### src/rtl/mmap_pkg.sv
package mmap_pkg;
  typedef enum logic [2:0] {
    RG_LOG_RAM  = 3'd0,
    RG_PHYS_RAM = 3'd1,
    RG_IO       = 3'd2,
    RG_LO_ROM   = 3'd3,
    RG_HI_ROM   = 3'd4,
    RG_VIDEO    = 3'd5,
    RG_CTL      = 3'd6,
    RG_XLATE    = 3'd7
  } region_e;

  typedef struct packed {
    logic       osMode;
    logic       soundDmaEn;
    logic       videoDmaEn;
    logic [1:0] refreshMode;
    logic [1:0] hiRomTime;
    logic [1:0] loRomTime;
    logic [1:0] pageSize;
  } ctl_reg_t;

  // 0 none, 1 status A, 2 status B, 3 fast-interrupt status
  typedef struct packed {
    logic       loadCtl;
    logic       clearOverlay;
    logic [1:0] statusSel;
  } strobes_t;
endpackage

### src/rtl/mmap_ctrl.sv
module mmap_ctrl
  import mmap_pkg::*;
#(
  parameter int ADDR_W = 26
) (
  input  logic              clk,
  input  logic              rstN,
  input  logic              accValid,
  input  logic              accWrite,
  input  logic [ADDR_W-1:0] accAddr,
  input  logic              overlayOn,
  output region_e           region,
  output strobes_t          strobes
);
  localparam int SEL_W = 5;
  localparam int SEL_LSB = ADDR_W - SEL_W;

  logic [SEL_W-1:0] sel;
  region_e baseRegion;

  assign sel = accAddr[ADDR_W-1:SEL_LSB];

  always_comb begin
    if (!sel[4])                baseRegion = RG_LOG_RAM;
    else if (sel[4:3] == 2'b10) baseRegion = RG_PHYS_RAM;
    else if (sel[4:1] == 4'b1100) baseRegion = RG_IO;
    else if (sel == 5'b11010)   baseRegion = accWrite ? RG_VIDEO : RG_LO_ROM;
    else if (sel == 5'b11011)   baseRegion = accWrite ? RG_CTL : RG_LO_ROM;
    else                        baseRegion = accWrite ? RG_XLATE : RG_HI_ROM;
  end

  always_comb begin
    region = baseRegion;
    if (overlayOn && !accWrite && baseRegion == RG_LOG_RAM) region = RG_HI_ROM;
  end

  always_comb begin
    strobes = '0;
    strobes.loadCtl = accValid && accWrite && baseRegion == RG_CTL
                      && accAddr[19:17] == 3'b111;
    strobes.clearOverlay = accValid && !accWrite && baseRegion == RG_HI_ROM;
    if (accValid && !accWrite && baseRegion == RG_IO) begin
      case (accAddr[6:0])
        7'h10:   strobes.statusSel = 2'd1;
        7'h20:   strobes.statusSel = 2'd2;
        7'h30:   strobes.statusSel = 2'd3;
        default: strobes.statusSel = 2'd0;
      endcase
    end
  end


  write_no_rom_chk: assert property (@(posedge clk) disable iff (!rstN)
    accWrite |-> (region != RG_LO_ROM && region != RG_HI_ROM));

  read_no_wronly_chk: assert property (@(posedge clk) disable iff (!rstN)
    !accWrite |-> (region != RG_VIDEO && region != RG_CTL && region != RG_XLATE));

  load_is_write_chk: assert property (@(posedge clk) disable iff (!rstN)
    strobes.loadCtl |-> (accWrite && accValid && region == RG_CTL));
endmodule

### src/rtl/mmap_datapath.sv
module mmap_datapath
  import mmap_pkg::*;
#(
  parameter int ADDR_W    = 26,
  parameter int RAM_IDX_W = 20,
  parameter int ROM_IDX_W = 21
) (
  input  logic                 clk,
  input  logic                 rstN,
  input  logic [ADDR_W-1:0]    accAddr,
  input  strobes_t             strobes,
  output ctl_reg_t             ctlReg,
  output logic                 overlayOn,
  output logic [7:0]           statusData,
  output logic [RAM_IDX_W-1:0] ramIndex,
  output logic [ROM_IDX_W-1:0] romIndex
);
  ctl_reg_t ctlNext;

  always_comb begin
    ctlNext.osMode      = accAddr[12];
    ctlNext.soundDmaEn  = accAddr[11];
    ctlNext.videoDmaEn  = accAddr[10];
    ctlNext.refreshMode = accAddr[8] ? {accAddr[9], 1'b1} : 2'b00;
    ctlNext.hiRomTime   = accAddr[7:6];
    ctlNext.loRomTime   = accAddr[5:4];
    ctlNext.pageSize    = accAddr[3:2];
  end

  always_ff @(posedge clk) begin
    if (!rstN) begin
      ctlReg    <= '0;
      overlayOn <= 1'b1;
    end else begin
      if (strobes.loadCtl) ctlReg <= ctlNext;
      if (strobes.clearOverlay) overlayOn <= 1'b0;
    end
  end

  always_comb begin
    case (strobes.statusSel)
      2'd1, 2'd3: statusData = 8'h80;
      default:    statusData = 8'h00;
    endcase
  end

  assign ramIndex = accAddr[RAM_IDX_W-1:0];
  assign romIndex = accAddr[ROM_IDX_W-1:0];


  load_fields_chk: assert property (@(posedge clk) disable iff (!rstN)
    strobes.loadCtl |=> (ctlReg.osMode == $past(accAddr[12])
                         && ctlReg.pageSize == $past(accAddr[3:2])
                         && ctlReg.hiRomTime == $past(accAddr[7:6])));

  ctl_hold_chk: assert property (@(posedge clk) disable iff (!rstN)
    !strobes.loadCtl |=> $stable(ctlReg));

  refresh_legal_chk: assert property (@(posedge clk) disable iff (!rstN)
    ctlReg.refreshMode != 2'b10);

  overlay_sticky_chk: assert property (@(posedge clk) disable iff (!rstN)
    !overlayOn |=> !overlayOn);
endmodule

### src/rtl/mmap_decoder.sv
module mmap_decoder
  import mmap_pkg::*;
#(
  parameter int ADDR_W    = 26,
  parameter int RAM_IDX_W = 20,
  parameter int ROM_IDX_W = 21
) (
  input  logic                 clk,
  input  logic                 rstN,
  input  logic                 accValid,
  input  logic                 accWrite,
  input  logic [ADDR_W-1:0]    accAddr,
  output logic [2:0]           region,
  output logic [RAM_IDX_W-1:0] ramIndex,
  output logic [ROM_IDX_W-1:0] romIndex,
  output logic [7:0]           statusData,
  output logic                 overlayOn,
  output logic                 osMode,
  output logic                 soundDmaEn,
  output logic                 videoDmaEn,
  output logic [1:0]           refreshMode,
  output logic [1:0]           hiRomTime,
  output logic [1:0]           loRomTime,
  output logic [1:0]           pageSize
);
  region_e  regionE;
  strobes_t strobes;
  ctl_reg_t ctlReg;

  mmap_ctrl #(.ADDR_W(ADDR_W)) i_ctrl (
    .clk(clk), .rstN(rstN), .accValid(accValid), .accWrite(accWrite),
    .accAddr(accAddr), .overlayOn(overlayOn), .region(regionE), .strobes(strobes)
  );

  mmap_datapath #(.ADDR_W(ADDR_W), .RAM_IDX_W(RAM_IDX_W), .ROM_IDX_W(ROM_IDX_W)) i_dp (
    .clk(clk), .rstN(rstN), .accAddr(accAddr), .strobes(strobes), .ctlReg(ctlReg),
    .overlayOn(overlayOn), .statusData(statusData), .ramIndex(ramIndex),
    .romIndex(romIndex)
  );

  assign region      = regionE;
  assign osMode      = ctlReg.osMode;
  assign soundDmaEn  = ctlReg.soundDmaEn;
  assign videoDmaEn  = ctlReg.videoDmaEn;
  assign refreshMode = ctlReg.refreshMode;
  assign hiRomTime   = ctlReg.hiRomTime;
  assign loRomTime   = ctlReg.loRomTime;
  assign pageSize    = ctlReg.pageSize;
endmodule

### config.mk
export PLATFORM = sky130hd
export DESIGN_NAME = mmap_decoder
export DESIGN_NICKNAME = d
export VERILOG_FILES = /design/src/rtl/mmap_pkg.sv /design/src/rtl/mmap_ctrl.sv /design/src/rtl/mmap_datapath.sv /design/src/rtl/mmap_decoder.sv
export SDC_FILE = /design/constraint.sdc
export NUM_CORES = 1
export LEC_CHECK = 0
export BUFFER_PORTS_ARGS = -buffer_cell sky130_fd_sc_hd__buf_4
export CORE_MARGIN = 2
export CORE_UTILIZATION = 30
export CTS_CLUSTER_SIZE = 12
export DETAILED_ROUTE_END_ITERATION = 8
export MAX_ROUTING_LAYER = met4
export PLACE_DENSITY = 0.74
export RECOVER_POWER = 25
export SETUP_SLACK_MARGIN = 0.4
export SKIP_CTS_REPAIR_TIMING = 1
export SYNTH_ARGS = -nofsm -noshare
export SYNTH_HDL_FRONTEND = slang
export SYNTH_SLANG_ARGS = --single-unit
### constraint.sdc
create_clock -name clk -period 3.6 [get_ports clk]
set_clock_uncertainty 0.15 [all_clocks]
set_input_delay 0.72 -clock clk [delete_from_list [all_inputs] [get_ports clk]]
set_output_delay 0.72 -clock clk [all_outputs]
set_load 0.1 [all_outputs]
; ---- Yosys cells after proc, flatten, opt, wreduce, memory -nomap -nowiden
; Cells that the tools add are included.
; W data, S select, Z words.
[totals]
register_bits = 12
inputBits = 30
out_inout_bits = 64
[op_classes]
n_eq_ne = 13
muxes = 13
n_reduce_logical = 11
[ops]
columns = op, n
row1 = $mux W3, 8
row2 = $eq A7 B6 Y1 const B, 2
row3 = $eq A5 B5 Y1 const B, 2
row4 = $eq A3 B3 Y1 const B, 3
row5 = $logic_and A1 B1 Y1, 8
row6 = $mux W8, 1
row7 = $eq A7 B5 Y1 const B, 1
row8 = $mux W2, 3
row9 = $pmux W2 S3, 1
row10 = $eq A2 B2 Y1 const B, 2
row11 = $eq A4 B4 Y1 const B, 1
row12 = $eq A3 B2 Y1 const B, 1
row13 = $logic_not A3 Y1, 1
row14 = $eq A2 B1 Y1 const B, 1
row15 = $reduce_or A2 Y1, 1
row16 = $logic_not A1 Y1, 1

; ---- Logic depth before layout (Yosys ltp)
; Gate-level depths: netlist of the first run.
[logic_depth]
depth_word = 12
mapped_depth = 8
depth_no_buf = 7

; ---- Cells and area by module
; A second synthesis of the first run with hierarchy kept.
[hier_totals]
cells_unflattened = 134
hier_area_um2 = 1127.3
[by_module_without_submodules]
columns = mod, n_inst, cells_each, area_each_um2
row1 = mmap_datapath, 1, 89, 812.0
row2 = mmap_ctrl, 1, 45, 315.3

; ---- Worst setup path before layout of the first run
; No wires, ideal clock.
[synth_timing]
path_kind = input-to-output
from = in accAddr[23]
to = out statusData[7]
t_arrival_ns = 4.147
t_required_ns = 2.730
slack_ns = -1.417
path_stages = 7
path_cell_list = buf_6 or3_1 ha_1 and3_1 a2111oi_0 nand2_1 nor3_1
[synth_between]
elab_chain_len = 12
word_cells_on_any_way = 15
classes_between = 6 x eq/ne / 7 x mux / 2 x reduce/logical
[synth_lines]
columns = element, line
row1 = start: declaration, mmap_decoder.sv:12  ; input logic [ADDR_W-1:0] accAddr,
row2 = $eq A5 B5 Y1, mmap_ctrl.sv:28  ; else if (sel == 5'b11011) baseRegion = accWrite ? RG_CTL : RG_LO_ROM;
row3 = $mux W3, mmap_ctrl.sv:28
row4 = $mux W3, mmap_ctrl.sv:27  ; else if (sel == 5'b11010) baseRegion = accWrite ? RG_VIDEO : RG_LO_ROM;
row5 = $mux W3 (*), mmap_ctrl.sv:26  ; else if (sel[4:1] == 4'b1100) baseRegion = RG_IO;
row6 = $mux W3 (*), mmap_ctrl.sv:25  ; else if (sel[4:3] == 2'b10) baseRegion = RG_PHYS_RAM;
row7 = $mux W3 (*), mmap_ctrl.sv:24  ; if (!sel[4]) baseRegion = RG_LOG_RAM;
row8 = $eq A3 B2 Y1 (*), mmap_ctrl.sv:42  ; if (accValid && !accWrite && baseRegion == RG_IO) begin
row9 = $logic_and A1 B1 Y1 (*), mmap_ctrl.sv:42
row10 = $mux W2 (*), mmap_ctrl.sv:42
row11 = $eq A2 B1 Y1 / $eq A2 B2 Y1 (equally long branches), mmap_datapath.sv:41  ; case (strobes.statusSel)
row12 = $reduce_or A2 Y1 (*), mmap_datapath.sv:41
row13 = $mux W8 (*), mmap_datapath.sv:41
row14 = end: declaration, mmap_decoder.sv:16  ; output logic [7:0] statusData,
; Mark *: on every way between the ends. The rest lies on a longest branch, timed or not.

; ---- Final worst setup path of the first run
[layout_timing]
from = in accAddr[22]
to = out region[2]
[layout_between]
elab_chain_len = 9
word_cells_on_any_way = 11
classes_between = 3 x eq/ne / 6 x mux / 2 x reduce/logical
[layout_lines]
columns = element, line
row1 = $eq A5 B5 Y1, mmap_ctrl.sv:28
row2 = $mux W3, mmap_ctrl.sv:28
row3 = $mux W3, mmap_ctrl.sv:27
row4 = $mux W3 (*), mmap_ctrl.sv:26
row5 = $mux W3 (*), mmap_ctrl.sv:25
row6 = $mux W3 (*), mmap_ctrl.sv:24
row7 = $logic_not A3 Y1, mmap_ctrl.sv:34  ; if (overlayOn && !accWrite && baseRegion == RG_LOG_RAM) region = RG_HI_ROM;
row8 = $logic_and A1 B1 Y1, mmap_ctrl.sv:34
row9 = $mux W3 (*), mmap_ctrl.sv:34
row10 = end: declaration, mmap_decoder.sv:13  ; output logic [2:0] region,
; Marks and branches as above.

==> flow_summary.toml, run 1 <==
[run_status]
status = "finished, final reports clean"

[routing]
drcViolationCount = 0
dr.pass1.iters = 4
route.vias.total = 938
drt-initial-drc-count = 23
detail_route.vias_per_cell = 4.34
wl_per_cell_um = 12.0
drt-total-wl_um = 2580
drt.antenna.violating_nets = 0

[global_routing]
globalRouteOverflowTotal = 0
grt_use_met2_pct = 17.8
met3_usage_pct = 3.82
grt.busiest_layer = "met2"
grt_util_met1_pct = 13.3
antenna_found_initial = 0
grt_pass1_vias = 787
grt_start_max_net_pins = 25
global_route_wire_length_before_repair_um = 3550
grt_util_all_layers_pct = 11.1

[critical_path]
timing_worst_setup_path_type = "input pin to output port"
cpMaxStageDelayCell = "or3_4"
crit_path_max_fo = 6
timing.critical_path.from_type = "input pin"
cp_num_buf_inv = 2
timing.critical_path.slowest_cell_delay_ps = 380
crit_path_cell_trace = "buf_8, nand2_1, or3_4, ha_4, o21ba_4, o21ai_2, a221oi_2, a21o_4, buf_12"
timing.critical_path.required_ps = 2730
critical_path.endpoint_type = "output port"
cp_data_arrival_time_ps = 2380
critical_path.top_delay_family = "compound AO/OA/AOI/OAI gates"

[placed_design]
pre_cts_ws_ps = 126
placedInstanceArea_mm2 = 0.00140
numPortBuffers = 72
place_hpwl_um = 1830
gp_congestion = 0.830

[logic_synthesis]
synth-warning-count = 0
syn_inst = 134
synthesized_area_per_cell_um2 = 8.21
synthesis.area_mm2 = 0.00110
postSynthRegisterBits = 12
synth.largest_area_cell = "buf_4"
ys_async_sr_fraction_pct = 0
synth.most_common_cell = "buf_4"
count_of_flip_flops_with_a_built_in_enable_after_synthesis = 0
ys_top_cells_by_area = "buf_4, dfxtp_1, mux2i_1, nand2_1, a2111oi_4"
synth_ff_type = "dfxtp_1"
synth_largest_type_area_fraction_pct = 32.8
synth.lib_cells_used.distinct = 32
synth_commonest_cells = "buf_4, nand2_1, dfxtp_1"
synth.yosys.seq_area_share_pct = 21.8

[clock_network]
clk_transition_reported_paths_ps = 80
cts_made_buffers = 3
cts-htree-levels = 1
cell_at_the_root_of_the_clock_tree = "clkbuf_4"
clk-insertion-delay-late_ps = 270
cts_tree = "yes"
cts.sink_count = 12
clockBufferDepth = 2

[timing]
final_critical_path_time_including_i_o_delays_and_setup_ps = 3250
achievable_freq_mhz = 307
final.setup.worst_slack_ps = 348
hold_violation_count_in_the_final_report = 0
fin_hold_ws_ps = 310
min_period_over_period_pct = 90.3
tns_ps = 0
unrepaired_setup_endpoints_after_global_routing = "true"
relSlewSlack_pct = 21.2
final-setup-viol-count = 0
report.final.slew_viol_count = 0
worst-slew-pin-transition_ps = 1190

[layout]
stdcell_area_mm2 = 0.00152
area.growth.synth_to_final_pct = 38.0
drive_above_1_share_pct = 52.4
n_antenna_cell = 0
finish.net_count = 203

[job]
max-cap-violations = 0

[floorplan]
placement_rows = 21
floorplan.die.height_um = 64.5
chipWidth_um = 64.5
pin_count = 94
initial_core_util_pct = 32.2
core_area_mm2 = 0.00342
floorplan.die_area_mm2 = 0.00417

[pwr]
leakagePower_nw = 0.676
pwr_density_cell_mw_per_mm2 = 362
peakVddDrop_mv = 0.123

[min_path]
class_of_the_worst_hold_path = "register to register"
-- layer usage --
layer	vias up	share of wire, %	wire, um
met5	-	0	0
met4	0	0	0
met3	0	9.2	237
met2	54	52	1350
met1	422	38	993
li1	462	-	-
-- path summary, 6_finish.rpt --
path / slack (ps) / startpoint / endpoint / cells past startpoint
min: 310 / i_dp.ctlReg[6]$_SDFFE_PN0P_ / i_dp.ctlReg[6]$_SDFFE_PN0P_ / 2
min reg2reg: 310 / i_dp.ctlReg[6]$_SDFFE_PN0P_ / i_dp.ctlReg[6]$_SDFFE_PN0P_ / 2
max: 350 / accAddr[22] / region[2] / 9
max reg2reg: 2790 / i_dp.overlayOn$_SDFFE_PN1P_ / i_dp.overlayOn$_SDFFE_PN1P_ / 2
-- report_power, final --
group          internal [mW]  switching, mW  leakage (nW)
clock network         0.0614         0.0478        0.0210
logic                 0.0718          0.236         0.558
registers              0.133       0.000264        0.0967
-- flip-flops by register name, indices dropped and copies added, names as in the netlist --
| register | count |
|---|---|
| i_dp.overlayOn | 1 |
| i_dp.ctlReg | 11 |
-- worst reg2reg max path, cell delays in order (launching register included) --
cell	delay, ps
dfxtp_1	380
nor2b_1	60
a41oi_1	140
-- placed cells by master (no fill, tap or decap), types with 2 or more instances in the layout --
master and n:
nand3_1 2, and2_2 2, buf_8 3, nor3b_1 2
clkbuf_1 8, buf_12 3, conb_1 7, nand2_1 23
dfxtp_1 12, a2111oi_4 2, mux2i_1 11, clkbuf_4 3
inv_1 3, nor2_1 2, buf_4 64
-- metrics by stage --
stage | power (mW) | std cells | util (%)
floorplan | 0.442 | 140 | -
global placement | 0.427 | 206 | 40.9
detailed placement | 0.428 | 206 | 40.9
CTS | 0.541 | 210 | 41.9
global route | 0.573 | 216 | 44.4
finish | 0.550 | 216 | 44.4
-- layout make-up --
type,count,area (um^2)
Fill cell,351,1900
Inverter,3,11.3
Tap cell,46,57.6
Sequential cell,12,240
Multi-Input combinational cell,73,557
Timing Repair Buffer,78,616
Clock buffer,4,36.3
-- logic make-up after synthesis --
family | Yosys count | synth area share (%)
adder cells (fa/ha/maj) | 2 | 2.27
buffers and inverters | 55 | 37.3
AND/OR/NAND/NOR | 43 | 19.5
flip-flops | 12 | 21.8
multiplexers | 11 | 10.0
other | 1 | 0.341
AO/OA/AOI/OAI | 10 | 8.76
Power figures use the tool's default switching activity.
==> run 2: changes to the inputs <==
Settings changed: GPL_TIMING_DRIVEN set to 0, REMOVE_ABC_BUFFERS set to 1.
==> flow_summary.toml, run 2 (synthesized netlist as in run 1, its figures left out) <==
[global_routing]
grt_start_max_net_pins = 25
globalRouteOverflowTotal = 0
grt_pass1_vias = 791
global_route_wire_length_before_repair_um = 3550
antenna_found_initial = 0
grt_util_all_layers_pct = 11.1

[routing]
drcViolationCount = 0
route.vias.total = 918
dr.pass1.iters = 4
drt-total-wl_um = 2550
detail_route.vias_per_cell = 4.33
top_layer_used_by_detailed_routing = "met4"
routed-wl-met3_um = 189
drt.antenna.violating_nets = 0
wl_met2_um = 1360
drt-initial-drc-count = 28
met1_length_um = 980
wl_per_cell_um = 12.0

[timing]
relSlewSlack_pct = 21.8
final-setup-viol-count = 0
worst-slew-pin-transition_ps = 1180
achievable_freq_mhz = 301
min_period_over_period_pct = 92.2
report.final.slew_viol_count = 0
hold_violation_count_in_the_final_report = 0
unrepaired_setup_endpoints_after_global_routing = "true"
final_critical_path_time_including_i_o_delays_and_setup_ps = 3320

[layout]
largest_registers = "i_dp.ctlReg x11, i_dp.overlayOn x1"
final_common_cell = "buf_4"
area.growth.synth_to_final_pct = 33.8
multiInputGateArea_um2 = 547
regArea_um2 = 240
layout.cells.non_filler = 212
drive_above_1_share_pct = 50.0
final.fill_count = 355
n_antenna_cell = 0
largest_register_ffs = 11
largest-register = "i_dp.ctlReg"
finish.net_count = 199
layout_common_cells = "buf_4, nand2_1, dfxtp_1"

[clock_network]
clockBufferDepth = 2
cts_made_buffers = 3
cts-htree-levels = 1
cell_at_the_root_of_the_clock_tree = "clkbuf_4"
cts_tree = "yes"
clk_transition_reported_paths_ps = 70
cts.sink_count = 12
clk-insertion-delay-late_ps = 260

[job]
max-cap-violations = 0

[placed_design]
numPortBuffers = 72
place_hpwl_um = 1900
dp.cells = 206
gp_congestion = 0.907

[critical_path]
timing.critical_path.required_ps = 2730
timing.critical_path.from_type = "input pin"
critical_path.endpoint_type = "output port"
timing_worst_setup_path_type = "input pin to output port"
reg2regPathDepth = 2
cp_data_arrival_time_ps = 2450
crit_path_max_fo = 5

[floorplan]
chipWidth_um = 64.5
placement_rows = 21
initial_core_util_pct = 32.2
core_area_mm2 = 0.00342
floorplan.die.height_um = 64.5
floorplan.die_area_mm2 = 0.00417
pin_count = 94

[min_path]
class_of_the_worst_hold_path = "register to register"
timing.hold.worst_path_depth = 2

[pwr]
leakagePower_nw = 0.654
pwr_density_cell_mw_per_mm2 = 366
post-layout-total-power_mw = 0.538
peakVddDrop_mv = 0.131

[run_status]
status = "finished, final reports clean"
[run 2: final timing paths]
check	start	slack [ps]	to
worst max register to register	i_dp.overlayOn$_SDFFE_PN1P_	2800	i_dp.overlayOn$_SDFFE_PN1P_
worst max-delay path	accAddr[21]	280	region[2]
worst min-delay path	i_dp.ctlReg[2]$_SDFFE_PN0P_	310	i_dp.ctlReg[2]$_SDFFE_PN0P_
worst min register to register	i_dp.ctlReg[2]$_SDFFE_PN0P_	310	i_dp.ctlReg[2]$_SDFFE_PN0P_
[run 2: layer usage]
| metal | vias up | global-route usage, % |
|---|---|---|
| met4 | 0 | 0.798 |
| li1 | 453 | - |
| met1 | 417 | 13.1 |
| met2 | 44 | 17.8 |
| met5 | - | - |
| met3 | 4 | 5.38 |
[run 2: stage by stage]
stage                     utilization [%]  worst slack, ps  hold WS (ps)  instance area [um^2]  setup TNS [ps]
after floorplan                         -            -1400           693                   723           -1400
after global placement               38.7            -91.9           294                  1320            -115
after detailed placement             38.7            -79.3           300                  1320            -127
after CTS                            39.7            -82.3           311                  1360            -139
after global routing                 43.1              195           342                  1470               0
final                                43.1              283           307                  1470               0
[run 2: report_power, final]
group | switching, mW | internal (mW)
registers | 0.000194 | 0.133
logic | 0.235 | 0.0680
clock network | 0.0412 | 0.0613
total | 0.276 | 0.262
[run 2: area by class of cell]
cell class | instances | area share (%)
clock buffer | 4 | 2.47
inverter | 3 | 0.765
multi-input combinational | 73 | 37.2
sequential | 12 | 16.3
tap | 46 | 3.91
timing repair buffer | 74 | 39.4
[run 2: critical path: stages]
cell and delay (ps):
buf_12 80, nand2_2 50, or3_4 400, ha_4 190, and2_1 150, o21ai_0 340, a221oi_2 130, a21o_2 220
buf_12 160
